### config.mk
export PLATFORM = sky130hd
export DESIGN_NAME = instr_cycle_seq
export DESIGN_NICKNAME = d
export VERILOG_FILES = /design/src/rtl/icseq_pkg.sv /design/src/rtl/icseq_rst_sync.sv /design/src/rtl/icseq_phase_gen.sv /design/src/rtl/icseq_pc_unit.sv /design/src/rtl/icseq_fetch_reg.sv /design/src/rtl/instr_cycle_seq.sv
export SDC_FILE = /design/constraint.sdc
export NUM_CORES = 1
export LEC_CHECK = 0
export ABC_AREA = 1
export BUFFER_PORTS_ARGS = -buffer_cell sky130_fd_sc_hd__buf_4
export CORE_MARGIN = 2
export CORE_UTILIZATION = 51
export CTS_CLUSTER_SIZE = 10
export DETAILED_ROUTE_END_ITERATION = 16
export PLACE_DENSITY = 0.83
export SLEW_MARGIN = 25
export SYNTH_ARGS = -nofsm -noshare
export SYNTH_HDL_FRONTEND = slang
export SYNTH_SLANG_ARGS = --single-unit
export TNS_END_PERCENT = 30
### constraint.sdc
create_clock -name clk -period 1.8 [get_ports clk]
set_input_delay 0.09 -clock clk [delete_from_list [all_inputs] [get_ports clk]]
set_output_delay 0.09 -clock clk [all_outputs]
set_load 0.005 [all_outputs]
### src/rtl/icseq_pkg.sv
package icseq_pkg;

  localparam int unsigned NUM_PHASES = 4;

  typedef enum logic [1:0] {
    PH_T1 = 2'd0,
    PH_T2 = 2'd1,
    PH_T3 = 2'd2,
    PH_T4 = 2'd3
  } phase_e;

endpackage

### src/rtl/icseq_rst_sync.sv
module icseq_rst_sync #(
  parameter int unsigned STAGES = 2
) (
  input  logic clk,
  input  logic rst_n,
  output logic rst_sync_n
);

  logic [STAGES-1:0] chain_q;

  // Assertion is immediate; release ripples through STAGES flops.
  always_ff @(posedge clk or negedge rst_n) begin
    if (!rst_n) begin
      chain_q <= '0;
    end else begin
      chain_q <= {chain_q[STAGES-2:0], 1'b1};
    end
  end

  assign rst_sync_n = chain_q[STAGES-1];

endmodule

### src/rtl/icseq_phase_gen.sv
module icseq_phase_gen
  import icseq_pkg::*;
(
  input  logic                  clk,
  input  logic                  rst_n,
  output logic [NUM_PHASES-1:0] strobe,
  output logic                  cycle_end,
  output logic                  sync_o
);

  phase_e ph_q, ph_d;
  logic   sync_q, sync_d;

  always_comb begin
    case (ph_q)
      PH_T1:   ph_d = PH_T2;
      PH_T2:   ph_d = PH_T3;
      PH_T3:   ph_d = PH_T4;
      default: ph_d = PH_T1;
    endcase
    sync_d = (ph_d == PH_T1);
  end

  always_ff @(posedge clk or negedge rst_n) begin
    if (!rst_n) begin
      ph_q   <= PH_T1;
      sync_q <= 1'b1;
    end else begin
      ph_q   <= ph_d;
      sync_q <= sync_d;
    end
  end

  for (genvar g = 0; g < NUM_PHASES; g++) begin : g_strobe
    localparam logic [1:0] CODE = 2'(g);
    assign strobe[g] = (ph_q == phase_e'(CODE));
  end

  assign cycle_end = (ph_q == PH_T4);
  assign sync_o    = sync_q;

endmodule

### src/rtl/icseq_pc_unit.sv
module icseq_pc_unit #(
  parameter int unsigned PC_W = 11
) (
  input  logic            clk,
  input  logic            rst_n,
  input  logic            step_en,
  input  logic            load_en,
  input  logic [PC_W-1:0] load_addr,
  output logic [PC_W-1:0] pc
);

  logic [PC_W-1:0] pc_q, pc_d;

  // Modulo 2**PC_W increment: the carry out is simply dropped.
  always_comb begin
    pc_d = pc_q;
    if (step_en) begin
      pc_d = load_en ? load_addr : pc_q + 1'b1;
    end
  end

  always_ff @(posedge clk or negedge rst_n) begin
    if (!rst_n) begin
      pc_q <= '0;
    end else begin
      pc_q <= pc_d;
    end
  end

  assign pc = pc_q;

endmodule

### src/rtl/icseq_fetch_reg.sv
module icseq_fetch_reg #(
  parameter int unsigned IW = 16
) (
  input  logic          clk,
  input  logic          rst_n,
  input  logic          cap_en,
  input  logic          kill,
  input  logic [IW-1:0] rdata,
  output logic [IW-1:0] word,
  output logic          valid
);

  logic [IW-1:0] word_q, word_d;
  logic          valid_q, valid_d;

  always_comb begin
    word_d  = word_q;
    valid_d = valid_q;
    if (cap_en) begin
      word_d  = rdata;
      valid_d = ~kill;
    end
  end

  always_ff @(posedge clk or negedge rst_n) begin
    if (!rst_n) begin
      word_q  <= '0;
      valid_q <= 1'b0;
    end else begin
      word_q  <= word_d;
      valid_q <= valid_d;
    end
  end

  assign word  = word_q;
  assign valid = valid_q;

endmodule

### src/rtl/instr_cycle_seq.sv
module instr_cycle_seq
  import icseq_pkg::*;
#(
  parameter int unsigned PC_W       = 11,
  parameter int unsigned IW         = 16,
  parameter int unsigned RST_STAGES = 2
) (
  input  logic                  clk,
  input  logic                  rst_n,
  output logic [PC_W-1:0]       imem_addr,
  input  logic [IW-1:0]         imem_rdata,
  output logic [NUM_PHASES-1:0] phase_strobe,
  output logic                  t1_sync,
  output logic [IW-1:0]         exec_word,
  output logic                  exec_valid,
  input  logic                  branch_req,
  input  logic [PC_W-1:0]       branch_target
);

  logic rst_sync_n;
  logic cycle_end;
  logic take_branch;

  icseq_rst_sync #(.STAGES(RST_STAGES)) u_rst_sync (
    .clk        (clk),
    .rst_n      (rst_n),
    .rst_sync_n (rst_sync_n)
  );

  icseq_phase_gen u_phase_gen (
    .clk       (clk),
    .rst_n     (rst_sync_n),
    .strobe    (phase_strobe),
    .cycle_end (cycle_end),
    .sync_o    (t1_sync)
  );

  // A request counts only at the edge closing T4 of a real instruction.
  assign take_branch = cycle_end & branch_req & exec_valid;

  icseq_pc_unit #(.PC_W(PC_W)) u_pc_unit (
    .clk       (clk),
    .rst_n     (rst_sync_n),
    .step_en   (cycle_end),
    .load_en   (take_branch),
    .load_addr (branch_target),
    .pc        (imem_addr)
  );

  icseq_fetch_reg #(.IW(IW)) u_fetch_reg (
    .clk    (clk),
    .rst_n  (rst_sync_n),
    .cap_en (cycle_end),
    .kill   (take_branch),
    .rdata  (imem_rdata),
    .word   (exec_word),
    .valid  (exec_valid)
  );

endmodule

==> summary.log, run 1 <==
[final_layout] layout cell share with drive strength beyond 1 0.2931
[yosys] cell types occupying the most area after synthesis sky130_fd_sc_hd__dfrtp_1, sky130_fd_sc_hd__nand2_1, sky130_fd_sc_hd__ha_1
[setup_path] crit-path max cell delay 0.42 ns
[die] Core Area 0.003028 mm^2
[clocking] clock transition at the registers of the reported paths 0.10 ns
[yosys] xor/xnor share of the synthesized area 0
[yosys] Yosys warning count 0
[route] post-detailed-routing wire length 4063 um
[final_layout] NumNets Final 325
[sta] peak clock frequency supported by timing 657.4 MHz
[place] placed insts 307
[yosys] main combinational cell family by area after synthesis simple AND/OR/NAND/NOR gates
[global_route] remaining global-route overflow 0
[worst_hold_path] Hold Path Class input port to flop
[power_and_ir_drop] power per cell area 776.2 mW/mm^2
[yosys] post-synthesis net count 239
[yosys] area share of the largest cell type after synthesis 0.5012
[route] Detail Route Antenna Nets 0
[clocking] TritonCTS clock tree yes
[clocking] clock buffer count from CTS 5
[setup_path] startpoint type of the worst setup path flop
[setup_path] Worst EP required 1.71 ns
[die] overall die width 59.97 um
[global_route] vias in the first global route 1510
[yosys] cell type contributing the most total cell area after synthesis sky130_fd_sc_hd__dfrtp_1
[die] Starting Density 0.5277
[run_status] run status completed
[yosys] mean post-synth cell area 7.871 um^2
[clocking] CTS Sinks 33
[die] die area 0.003596 mm^2
[sta] unrepaired setup endpoints after global routing no
[global_route] GR met2 Demand/Resource 0.4425
[setup_path] Crit Path Max Fanout 13
[sta] final clock skew 0.003935 ns
[route] routed via count divided by cell count 4.859
[sta] Hold Fails Final Rpt 0
[place] port bufs 62
[global_route] maximum number of pins on one net before global-route repair 23
[setup_path] kind of end point of the critical path primary output
[route] number of remaining DRC errors 0
[yosys] count of unique library cells instantiated by Yosys 25
[place] placer congestion estimate 0.8442
[yosys] Adder-Cell Fraction of Synth Area 0.04699
[global_route] busiest grt layer met2
[sta] final setup TNS 0 ns
[final_layout] Synth-to-Final Area Change 48.63%
[clocking] root buf cell sky130_fd_sc_hd__clkbuf_4
[final_layout] post-route insts no fill 334
[route] routed length per placed instance 12.16 um
[yosys] Post-synth EDFFs 0
[sta] post-route fraction of the period consumed by the critical path 0.8450
[setup_path] type of the setup path with the least slack flop to primary output
[global_route] met1 usage 0.2781
[power_and_ir_drop] Leak 0.001285 uW
[final_layout] layout filler cell count 212
[setup_path] signal arrival time at the worst endpoint 1.43 ns
[global_route] Global Route met3 Usage 0.05411
[die] floorplan die height 59.97 um
[sta] Final Critical Period 1.521 ns
[global_route] total track usage 0.2491
[global_route] antenna violations before repair 0
[route] vias after detailed routing 1623
[job] count of maximum capacitance violations 0
[place] HPWL after detailed placement 2697 um
[final_layout] final instance area 0.002375 mm^2
[place] instance area after placement 0.002125 mm^2
[sta] hold_ws 0.02552 ns
[yosys] share of the yosys chip area belonging to registers 0.5176
[die] row cnt 20
[setup_path] cell type with the highest occurrence count on the critical path sky130_fd_sc_hd__buf_4
[clocking] post-CTS setup buffer count 0
[clocking] count of H-tree levels built during CTS 2
[yosys] proportion of register bits with asynchronous set or reset after synthesis 1.000
[power_and_ir_drop] Max rail drop VDD 0.5344 mV
[clocking] clk_lat worst skew 0.33 ns
[yosys] synthesized-area fraction occupied by ao, oa, aoi and oai cells 0.05090
[sta] Final Max Tran Viols 0
[route] initial drt markers 84
[final_layout] number of antenna cells inserted 0
[global_route] first-pass GRT wire length 6555 um
[yosys] netlist area before placement 0.001598 mm^2
[setup_path] slowest cell on the critical path sky130_fd_sc_hd__dfrtp_1
[yosys] mux share of post-synthesis cell area 0
[yosys] Synth Flop Type sky130_fd_sc_hd__dfrtp_1
[die] I/O pin count 63
[yosys] number of synthesized register bits 33
[setup_path] cells along the critical path ha_1, buf_4, buf_4
[route] detailed-routing iteration count for the pre-antenna-repair pass 4
[yosys] post-synthesis simple-gate area fraction 0.3179
[clocking] deepest clock path buffer count 2
[sta] Final setup viols 0
[yosys] post-synthesis instance total 203
## cell usage after synthesis (2+ instances only)
library cell	instances
sky130_fd_sc_hd__inv_1	16
sky130_fd_sc_hd__o22ai_1	2
sky130_fd_sc_hd__o21ai_0	4
sky130_fd_sc_hd__or2_2	2
sky130_fd_sc_hd__o21ai_1	2
sky130_fd_sc_hd__a21oi_1	3
sky130_fd_sc_hd__nor2_1	15
sky130_fd_sc_hd__clkbuf_1	3
sky130_fd_sc_hd__nor3_1	3
sky130_fd_sc_hd__ha_1	6
sky130_fd_sc_hd__dfrtp_1	32
sky130_fd_sc_hd__buf_2	4
sky130_fd_sc_hd__nand2_1	89
sky130_fd_sc_hd__nand3_1	11
## worst max-delay path: cells and delay by family, from the launching register on
kind / cells / cell delay (ns)
fa+ha+maj: 1 / 0.30
buf+inv: 2 / 0.37
flops: 1 / 0.42
## cell families (layout without fill, tap and decap cells)
kind of cell,count (synthesis),after routing
adders and majority gates,6,6
AOI/OAI and AO/OA,14,14
other,1,1
buffers and inverters,25,112
and+or+nand+nor,124,124
DFF,33,33
## routing by layer
metal | wire, um | vias to the layer above
li1 | - | 795
met3 | 188 | 10
met4 | 105 | 0
met2 | 2224 | 47
met5 | 0 | -
met1 | 1545 | 771
## timing repair
item	CTS	global route
hold buffers	19	0
endpoints found under the hold margin	20	0
endpoints found under the setup margin	0	1
gates resized for setup	0	1
## cell type report
cell class / instances / area [um^2] / share of cell area
clock inverters: 3 / 17.52 / 0.007376
well taps: 44 / 55.05 / 0.02318
inverters: 17 / 63.81 / 0.02687
flip-flops and latches: 33 / 827.0 / 0.3483
clock buffers: 5 / 37.54 / 0.01581
repair buffers: 87 / 700.7 / 0.2950
multi-input cells: 145 / 673.1 / 0.2835
## flip-flops by register name, summed over array words and instances (netlist names)
name                flops
u_phase_gen.ph_q        2
u_pc_unit.pc           11
u_phase_gen.sync_o      1
u_rst_sync.chain_q      2
u_fetch_reg.word       16
u_fetch_reg.valid       1
## metrics by stage
| step | total power [uW] | setup WS (ns) | util |
|---|---|---|---|
| floorplan | 1172 | 0.4710 | - |
| global placement | 1406 | 0.2956 | 0.7017 |
| detailed placement | 1418 | 0.2122 | 0.7017 |
| CTS | 1858 | 0.1825 | 0.7826 |
| global route | 1965 | 0.1192 | 0.7843 |
| finish | 1843 | 0.2789 | 0.7843 |
## report_power, final
| group | internal (uW) | leakage (uW) | switching [uW] |
|---|---|---|---|
| Combinational | 275 | 0.000871 | 231 |
| Sequential | 829 | 0.000382 | 106 |
| Clock | 147 | 0.0000310 | 256 |
| Total | 1250 | 0.00128 | 592 |
## final timing paths
kind	from	endpoint	slack (ns)	cells past startpoint
worst max-delay path	u_phase_gen.ph_q[1]	phase_strobe[3]	0.28	3
min in group asynchronous	rst_n	u_rst_sync.chain_q[0]	0.12	2
worst min register to register	u_rst_sync.chain_q[1]	u_fetch_reg.word[9]	0.15	0
worst min-delay path	branch_target[4]	u_pc_unit.pc[4]	0.03	3
worst max register to register	u_phase_gen.ph_q[1]	u_pc_unit.pc[1]	0.32	5
max in group asynchronous	u_rst_sync.chain_q[1]	u_pc_unit.pc[9]	1.03	1
## placed cells by master (no fill, tap or decap), types with 2 or more instances in the layout
| cell type | synthesis | layout |
|---|---|---|
| sky130_fd_sc_hd__buf_4 | 1 | 68 |
| sky130_fd_sc_hd__nor2_1 | 15 | 15 |
| sky130_fd_sc_hd__o22ai_1 | 2 | 2 |
| sky130_fd_sc_hd__dfrtp_1 | 32 | 32 |
| sky130_fd_sc_hd__dlygate4sd3_1 | 0 | 19 |
| sky130_fd_sc_hd__o21ai_1 | 2 | 2 |
| sky130_fd_sc_hd__nand3_2 | 1 | 2 |
| sky130_fd_sc_hd__o21ai_0 | 4 | 4 |
| sky130_fd_sc_hd__clkinv_2 | 0 | 2 |
| sky130_fd_sc_hd__clkbuf_4 | 0 | 5 |
| sky130_fd_sc_hd__nand2_1 | 89 | 89 |
| sky130_fd_sc_hd__nor3_1 | 3 | 3 |
| sky130_fd_sc_hd__ha_1 | 6 | 6 |
| sky130_fd_sc_hd__inv_1 | 16 | 16 |
| sky130_fd_sc_hd__a21oi_1 | 3 | 3 |
| sky130_fd_sc_hd__or2_2 | 2 | 2 |
| sky130_fd_sc_hd__nand3_1 | 11 | 10 |
Note: power is estimated with default switching activity, not from simulation.
==> run 2: changes to the inputs <==
--- a/config.mk
+++ b/config.mk
@@ -8,10 +8,10 @@
 export ABC_AREA = 1
 export BUFFER_PORTS_ARGS = -buffer_cell sky130_fd_sc_hd__buf_4
 export CORE_MARGIN = 2
-export CORE_UTILIZATION = 51
+export CORE_UTILIZATION = 48
 export CTS_CLUSTER_SIZE = 10
 export DETAILED_ROUTE_END_ITERATION = 16
-export PLACE_DENSITY = 0.83
+export PLACE_DENSITY = 0.79
 export SLEW_MARGIN = 25
 export SYNTH_ARGS = -nofsm -noshare
 export SYNTH_HDL_FRONTEND = slang
==> constraint.sdc (replaced) <==
create_clock -name clk -period 1.5 [get_ports clk]
set_input_delay 0.075 -clock clk [delete_from_list [all_inputs] [get_ports clk]]
set_output_delay 0.075 -clock clk [all_outputs]
set_load 0.005 [all_outputs]
==> summary.log, run 2 (same netlist as run 1, synthesis figures left out) <==
[run_status] run status completed
[clocking] clock buffer count from CTS 5 [unchanged]
[place] instance area after placement 0.002152 mm^2 [+1.3%]
[worst_hold_path] number of instances on the worst hold path 3 [unchanged]
[setup_path] reg-to-reg slack, setup 0.12 ns [-0.20 ns]
[sta] unrepaired setup endpoints after global routing no
[global_route] remaining global-route overflow 0 [unchanged]
[global_route] busiest grt layer met2
[worst_hold_path] hold wc startpoint branch_target[4]
[die] I/O pin count 63 [unchanged]
[setup_path] cell type with the highest occurrence count on the critical path sky130_fd_sc_hd__buf_4
[sta] Hold Fails Final Rpt 0 [unchanged]
[clocking] clock transition at the registers of the reported paths 0.10 ns [about the same]
[final_layout] area taken by flip-flops and latches 827.0 um^2 [unchanged]
[global_route] maximum number of pins on one net before global-route repair 20 [-13%]
[die] overall die width 61.70 um [+2.9%]
[final_layout] layout filler cell count 250 [+18%]
[sta] Slew @ Worst Pin 0.5628 ns
[final_layout] final instance area 0.002396 mm^2 [+0.90%]
[clocking] count of H-tree levels built during CTS 2 [unchanged]
[sta] final clock skew 0.01117 ns [+0.007237 ns]
[clocking] CTS Sinks 33 [unchanged]
[place] HPWL after detailed placement 2798 um [+3.7%]
[power_and_ir_drop] Max rail drop VDD 0.6262 mV [+17%]
[global_route] met1 usage 0.3133 [+0.03516]
[setup_path] slowest cell on the critical path sky130_fd_sc_hd__dfrtp_1
[route] initial drt markers 143 [+70%]
[sta] Final setup viols 0 [unchanged]
[die] Core Area 0.003103 mm^2 [+2.5%]
[sta] final setup TNS 0 ns [unchanged]
[die] die area 0.003806 mm^2 [+5.8%]
[power_and_ir_drop] power per cell area 929.3 mW/mm^2 [+20%]
[setup_path] cells along the critical path ha_1, buf_4, buf_4
[final_layout] NumNets Final 327 [+0.62%]
[die] floorplan die height 61.70 um [+2.9%]
[setup_path] Worst EP required 1.42 ns [-0.29 ns]
[setup_path] r2r endpoint u_pc_unit.pc[3]
[route] post-detailed-routing wire length 4305 um [+6.0%]
[global_route] Global Route met3 Usage 0.07039 [+0.01628]
[setup_path] crit-path max cell delay 0.43 ns [about the same]
[route] Detail Route Antenna Nets 0 [unchanged]
[setup_path] startpoint type of the worst setup path flop
[route] number of remaining DRC errors 0 [unchanged]
[route] routed via count divided by cell count 4.777 [-1.7%]
[final_layout] Synth-to-Final Area Change 49.96%
[place] placer congestion estimate 0.9070 [+7.4%]
[setup_path] depth of the most critical reg-to-reg path 6 [+1]
[die] Starting Density 0.5149 [-0.01277]
[final_layout] most common library cell in the layout ignoring fill and taps sky130_fd_sc_hd__nand2_1
[route] routed length per placed instance 12.81 um [+5.3%]
[route] vias after detailed routing 1605 [-1.1%]
[final_layout] layout cell share with drive strength beyond 1 0.2911 [-0.002008]
[sta] peak clock frequency supported by timing 699.6 MHz
[sta] Final Critical Period 1.429 ns
[clocking] TritonCTS clock tree yes
[sta] worst-case headroom to the max-slew limit 0.6248
[final_layout] number of antenna cells inserted 0 [unchanged]
[die] row cnt 20 [unchanged]
[setup_path] reg-to-reg critical path startpoint u_phase_gen.ph_q[1]
[global_route] vias in the first global route 1535 [+1.7%]
[worst_hold_path] Endpoint, Worst Hold u_pc_unit.pc[4]
[global_route] antenna violations before repair 0 [unchanged]
[job] count of maximum capacitance violations 0 [unchanged]
[setup_path] Crit Path Max Fanout 15 [+2]
[setup_path] signal arrival time at the worst endpoint 1.35 ns [-0.08 ns]
[setup_path] kind of end point of the critical path primary output
[route] detailed-routing iteration count for the pre-antenna-repair pass 4 [unchanged]
[global_route] total track usage 0.2554 [+0.006360]
[global_route] GR met2 Demand/Resource 0.4301 [-0.01247]
[setup_path] type of the setup path with the least slack flop to primary output
[final_layout] top library cells by usage in the layout, fill and taps aside sky130_fd_sc_hd__nand2_1, sky130_fd_sc_hd__buf_4, sky130_fd_sc_hd__dfrtp_1, sky130_fd_sc_hd__dlygate4sd3_1, sky130_fd_sc_hd__inv_1
[final_layout] area used by multi-input combinational logic 668.1 um^2 [-0.74%]
[clocking] clk_lat worst skew 0.34 ns [about the same]
[sta] Final Max Tran Viols 0 [unchanged]
[sta] post-route fraction of the period consumed by the critical path 0.9529
[clocking] root buf cell sky130_fd_sc_hd__clkbuf_4
[final_layout] flip-flop count of the largest register after layout 16 [unchanged]
[global_route] first-pass GRT wire length 6962 um [+6.2%]
[worst_hold_path] Hold Path Class input port to flop
[clocking] deepest clock path buffer count 2 [unchanged]
[place] port bufs 62 [unchanged]
[clocking] post-CTS setup buffer count 0 [unchanged]
[power_and_ir_drop] Leak 0.001298 uW [+1.0%]
## run 2: how the worst max path moves through the flow
stage | startpoint | to | cells past startpoint
3_5_place_dp | u_phase_gen.ph_q[0] | u_pc_unit.pc[3] | 6
3_3_place_gp | u_phase_gen.ph_q[0] | u_fetch_reg.word[3] | 6
2_1_floorplan | u_phase_gen.ph_q[0] | u_pc_unit.pc[5] | 6
6_report | u_phase_gen.ph_q[0] | phase_strobe[3] | 3
4_1_cts | u_phase_gen.ph_q[0] | phase_strobe[3] | 3
5_1_grt | u_phase_gen.ph_q[1] | phase_strobe[3] | 3
## run 2: worst max-delay path: cells and delay by family, from the launching register on
family,cells,cell delay (ns)
adder cells (fa/ha/maj),1,0.24
buffers and inverters,2,0.35
flip-flops,1,0.43
## run 2: per-layer routing
layer  share of wire  up-vias
met5               0        -
met3           0.047       11
met2            0.52       46
met1            0.41      750
li1                -      798
met4           0.024        0
## run 2: timing repair
item,CTS,global route
endpoints found under the setup margin,0,6
hold buffers,19,0
hold endpoints to repair,20,0
gates resized for setup,0,1
## run 2: area by class of cell
| class | instances | area share |
|---|---|---|
| flip-flops and latches | 33 | 0.3452 |
| clock buffers | 6 | 0.01723 |
| well taps | 44 | 0.02298 |
| multi-input cells | 145 | 0.2789 |
| repair buffers | 89 | 0.3039 |
| inverters | 17 | 0.02768 |
| clock inverters | 2 | 0.004178 |
## run 2: metrics by stage
step | utilization | setup slack (ns) | total power (uW) | std cells | hold slack, ns
after floorplan | - | 0.1710 | 1406 | 203 | -0.2206
after global placement | 0.6935 | 0.1652 | 1698 | 309 | -0.1417
after detailed placement | 0.6935 | 0.1149 | 1709 | 309 | -0.1408
after CTS | 0.7714 | 0.06235 | 2235 | 336 | 0.008768
after global routing | 0.7722 | 0.001176 | 2372 | 336 | 0.02563
final | 0.7722 | 0.07058 | 2227 | 336 | 0.01329
## run 2: report_power, final
| group | switching, uW | internal (uW) |
|---|---|---|
| logic | 277 | 334 |
| clock network | 313 | 178 |
| registers | 130 | 995 |
| total | 720 | 1510 |
==> run 3: changes to the inputs <==
--- a/config.mk
+++ b/config.mk
@@ -8,12 +8,13 @@
 export ABC_AREA = 1
 export BUFFER_PORTS_ARGS = -buffer_cell sky130_fd_sc_hd__buf_4
 export CORE_MARGIN = 2
-export CORE_UTILIZATION = 48
+export CORE_UTILIZATION = 46
 export CTS_CLUSTER_SIZE = 10
 export DETAILED_ROUTE_END_ITERATION = 16
-export PLACE_DENSITY = 0.79
+export PLACE_DENSITY = 0.76
 export SLEW_MARGIN = 25
 export SYNTH_ARGS = -nofsm -noshare
 export SYNTH_HDL_FRONTEND = slang
+export SYNTH_HIERARCHICAL = 1
 export SYNTH_SLANG_ARGS = --single-unit
-export TNS_END_PERCENT = 30
+export TNS_END_PERCENT = 20
==> summary.log, run 3 <==
[die] die area 0.004034 mm^2 [+6.0%]
[setup_path] cell type with the highest occurrence count on the critical path sky130_fd_sc_hd__buf_4
[route] routed via count divided by cell count 4.662 [-2.4%]
[place] port bufs 62 [unchanged]
[worst_hold_path] Hold Path Class input port to flop
[route] Detail Route Antenna Nets 0 [unchanged]
[global_route] first-pass GRT wire length 6679 um [-4.1%]
[global_route] total track usage 0.2105 [-0.04498]
[power_and_ir_drop] part of the power in combinational logic 0.269 [-0.005]
[power_and_ir_drop] Max rail drop VDD 0.5419 mV [-13%]
[global_route] maximum number of pins on one net before global-route repair 37 [+85%]
[sta] final clock skew 0.009621 ns [-0.001550 ns]
[yosys] Yosys warning count 6 [+6]
[die] I/O pin count 63 [unchanged]
[die] Core Area 0.003363 mm^2 [+8.4%]
[final_layout] utilization after layout 0.7388 [-0.03334]
[yosys] number of synthesized register bits 33 [unchanged]
[route] detailed-routing iteration count for the pre-antenna-repair pass 4 [unchanged]
[setup_path] signal arrival time at the worst endpoint 1.36 ns [about the same]
[final_layout] most common library cell in the layout ignoring fill and taps sky130_fd_sc_hd__buf_4
[yosys] mean post-synth cell area 8.228 um^2 [+4.5%]
[die] overall die width 63.51 um [+2.9%]
[setup_path] Worst EP required 1.42 ns [about the same]
[yosys] most frequent cells after synthesis sky130_fd_sc_hd__nand2_1, sky130_fd_sc_hd__dfrtp_1, sky130_fd_sc_hd__nor2_1, sky130_fd_sc_hd__inv_1, sky130_fd_sc_hd__o21ai_0
[final_layout] flip-flop count of the largest register after layout 16 [unchanged]
[route] initial drt markers 101 [-29%]
[yosys] cell type contributing the most total cell area after synthesis sky130_fd_sc_hd__dfrtp_1
[setup_path] reg-to-reg slack, setup 0.07 ns [-0.05 ns]
[run_status] run status completed
[power_and_ir_drop] switching pwr 689.0 uW [-4.3%]
[power_and_ir_drop] Seq pwr share 0.510 [+0.005]
[yosys] most frequently used cell type in the post-synthesis netlist sky130_fd_sc_hd__nand2_1
[clocking] clock transition at the registers of the reported paths 0.10 ns [about the same]
[sta] Hold Fails Final Rpt 0 [unchanged]
[final_layout] post-route insts no fill 337 [+0.30%]
[clocking] clock buffer count from CTS 5 [unchanged]
[clocking] deepest clock path buffer count 2 [unchanged]
[final_layout] number of antenna cells inserted 0 [unchanged]
[setup_path] slowest cell on the critical path sky130_fd_sc_hd__dfrtp_1
[route] routed length per placed instance 11.66 um [-9.0%]
[die] floorplan die height 63.51 um [+2.9%]
[yosys] post-synthesis instance total 198 [-2.5%]
[route] vias after detailed routing 1571 [-2.1%]
[global_route] vias in the first global route 1534 [-0.065%]
[clocking] root buf cell sky130_fd_sc_hd__clkbuf_4
[setup_path] startpoint type of the worst setup path flop
[sta] unrepaired setup endpoints after global routing yes
[die] row cnt 21 [+5.0%]
[sta] post-route fraction of the period consumed by the critical path 0.9546 [+0.001702]
[power_and_ir_drop] proportion of power drawn by the clock network 0.220 [about the same]
[yosys] cell types occupying the most area after synthesis sky130_fd_sc_hd__dfrtp_1, sky130_fd_sc_hd__nand2_1, sky130_fd_sc_hd__ha_1
[setup_path] kind of end point of the critical path primary output
[global_route] remaining global-route overflow 0 [unchanged]
[route] number of remaining DRC errors 0 [unchanged]
[power_and_ir_drop] Cell Int Power 1483 uW [-1.6%]
[setup_path] type of the setup path with the least slack flop to primary output
[place] placed insts 308 [-0.32%]
[sta] Final Max Tran Viols 0 [unchanged]
[sta] hold_ws 0.03930 ns [+0.02601 ns]
[yosys] share of the yosys chip area belonging to registers 0.5077 [-0.009939]
[route] post-detailed-routing wire length 3930 um [-8.7%]
[power_and_ir_drop] Leak 0.001280 uW [-1.4%]
[yosys] netlist area before placement 0.001629 mm^2 [+2.0%]
[setup_path] crit-path max cell delay 0.42 ns [about the same]
[yosys] area share of the largest cell type after synthesis 0.4916 [-0.009623]
[final_layout] layout cell share with drive strength beyond 1 0.3711 [+0.08004]
[die] Starting Density 0.4844 [-0.03054]
[yosys] Post-synth EDFFs 0 [unchanged]
[yosys] Synth Flop Type sky130_fd_sc_hd__dfrtp_1
[setup_path] Crit Path Max Fanout 3 [-12]
[final_layout] NumNets Final 326 [-0.31%]
[power_and_ir_drop] Switching Share 0.3172 [-0.006115]
[sta] Final setup viols 0 [unchanged]
[yosys] count of unique library cells instantiated by Yosys 25 [unchanged]
[clocking] CTS Sinks 33 [unchanged]
[clocking] clk_lat worst skew 0.33 ns [about the same]
[clocking] TritonCTS clock tree yes
[clocking] count of H-tree levels built during CTS 2 [unchanged]
[job] count of maximum capacitance violations 0 [unchanged]
[final_layout] Synth-to-Final Area Change 52.53%
[setup_path] cells along the critical path buf_4, buf_4, inv_2, ha_2, buf_4
[place] placer congestion estimate 0.8974 [-1.1%]
[global_route] antenna violations before repair 0 [unchanged]
[yosys] proportion of register bits with asynchronous set or reset after synthesis 1.000 [unchanged]
[sta] peak clock frequency supported by timing 698.3 MHz [-0.18%]
[final_layout] top library cells by usage in the layout, fill and taps aside sky130_fd_sc_hd__buf_4, sky130_fd_sc_hd__nand2_1, sky130_fd_sc_hd__dfrtp_1, sky130_fd_sc_hd__dlygate4sd3_1, sky130_fd_sc_hd__nor2_1
[place] HPWL after detailed placement 2676 um [-4.4%]
[yosys] post-synthesis net count 234 [-2.1%]
[power_and_ir_drop] power per cell area 874.2 mW/mm^2 [-5.9%]
[sta] Final Critical Period 1.432 ns [+0.002554 ns]
[run 3: changes by cell type after synthesis, moves of 3 or more]
| cell | before | now |
|---|---|---|
| sky130_fd_sc_hd__nand2_1 | 89 | 71 |
| sky130_fd_sc_hd__nand2_2 | 0 | 5 |
| sky130_fd_sc_hd__nor3_1 | 3 | 0 |
| sky130_fd_sc_hd__o21ai_0 | 4 | 11 |
| sky130_fd_sc_hd__clkbuf_1 | 3 | 0 |
| sky130_fd_sc_hd__a21oi_1 | 3 | 7 |
[run 3: metal layers]
metal  wire length, um  track usage  vias to the layer above  share of wire
met4                17      0.05978                        0         0.0043
met5                 0            0                        -              0
met1              1633       0.2587                      724           0.42
met3               220      0.06071                        2          0.056
li1                  -            -                      794              -
met2              2058       0.3592                       51           0.52
[run 3: cell type report]
class | count | area (um^2)
Timing Repair Buffer | 93 | 755.7
Fill cell | 265 | 878.3
Sequential cell | 33 | 827.0
Clock buffer | 5 | 37.54
Tap cell | 46 | 57.56
Clock inverter | 3 | 17.52
Multi-Input combinational cell | 140 | 718.2
Inverter | 17 | 71.32
[run 3: cells by family (layout without fill, tap and decap cells)]
| group | Yosys count | in the layout | synth area share |
|---|---|---|---|
| buffers and inverters | 25 | 118 | 0.08525 |
| adder cells (fa/ha/maj) | 6 | 6 | 0.04608 |
| flip-flops | 33 | 33 | 0.5077 |
| AO/OA/AOI/OAI | 22 | 22 | 0.06758 |
| AND/OR/NAND/NOR | 111 | 111 | 0.2911 |
| other | 1 | 1 | 0.002302 |
[run 3: worst max-delay path, delay by kind of cell (launching register included)]
kind,cells,cell delay (ns)
adders and majority gates,1,0.17
DFF,1,0.42
buffers and inverters,4,0.45
[run 3: path summary, 6_finish.rpt]
| check | cells after the start | endpoint | from |
|---|---|---|---|
| min reg2reg | 0 | u_fetch_reg/word[0] | u_rst_sync/chain_q[1] |
| min in group asynchronous | 2 | u_rst_sync/chain_q[0] | rst_n |
| max in group asynchronous | 1 | u_fetch_reg/word[3] | u_rst_sync/chain_q[1] |
| max reg2reg | 10 | u_pc_unit/pc[4] | u_phase_gen/ph_q[1] |
| max | 5 | phase_strobe[0] | u_phase_gen/ph_q[1] |
| min | 5 | u_pc_unit/pc[8] | branch_target[8] |
[run 3: power by group through the flow]
stage	logic [uW]	registers (uW)	clock network (uW)
after global routing	651	1130	548
final	585	1110	479
after floorplan	233	1110	0
after CTS	552	1100	497
after global placement	506	1120	0
after detailed placement	513	1120	0
[run 3: repair_timing]
action / CTS / global route
hold endpoints to repair: 19 / 0
hold buffers: 18 / 0
setup buffers: 0 / 3
gates resized for setup: 0 / 15
setup endpoints to repair: 0 / 9
[run 3: per-stage QoR]
step / setup WS, ns / TNS (ns) / total power, uW / area, um^2
detailed placement: 0.05961 / 0 / 1634 / 2185
floorplan: 0.03061 / 0 / 1346 / 1642
global route: -0.03509 / -0.1486 / 2327 / 2485
global placement: 0.09430 / 0 / 1626 / 2185
finish: 0.06803 / 0 / 2172 / 2485
CTS: 0.03877 / 0 / 2153 / 2420
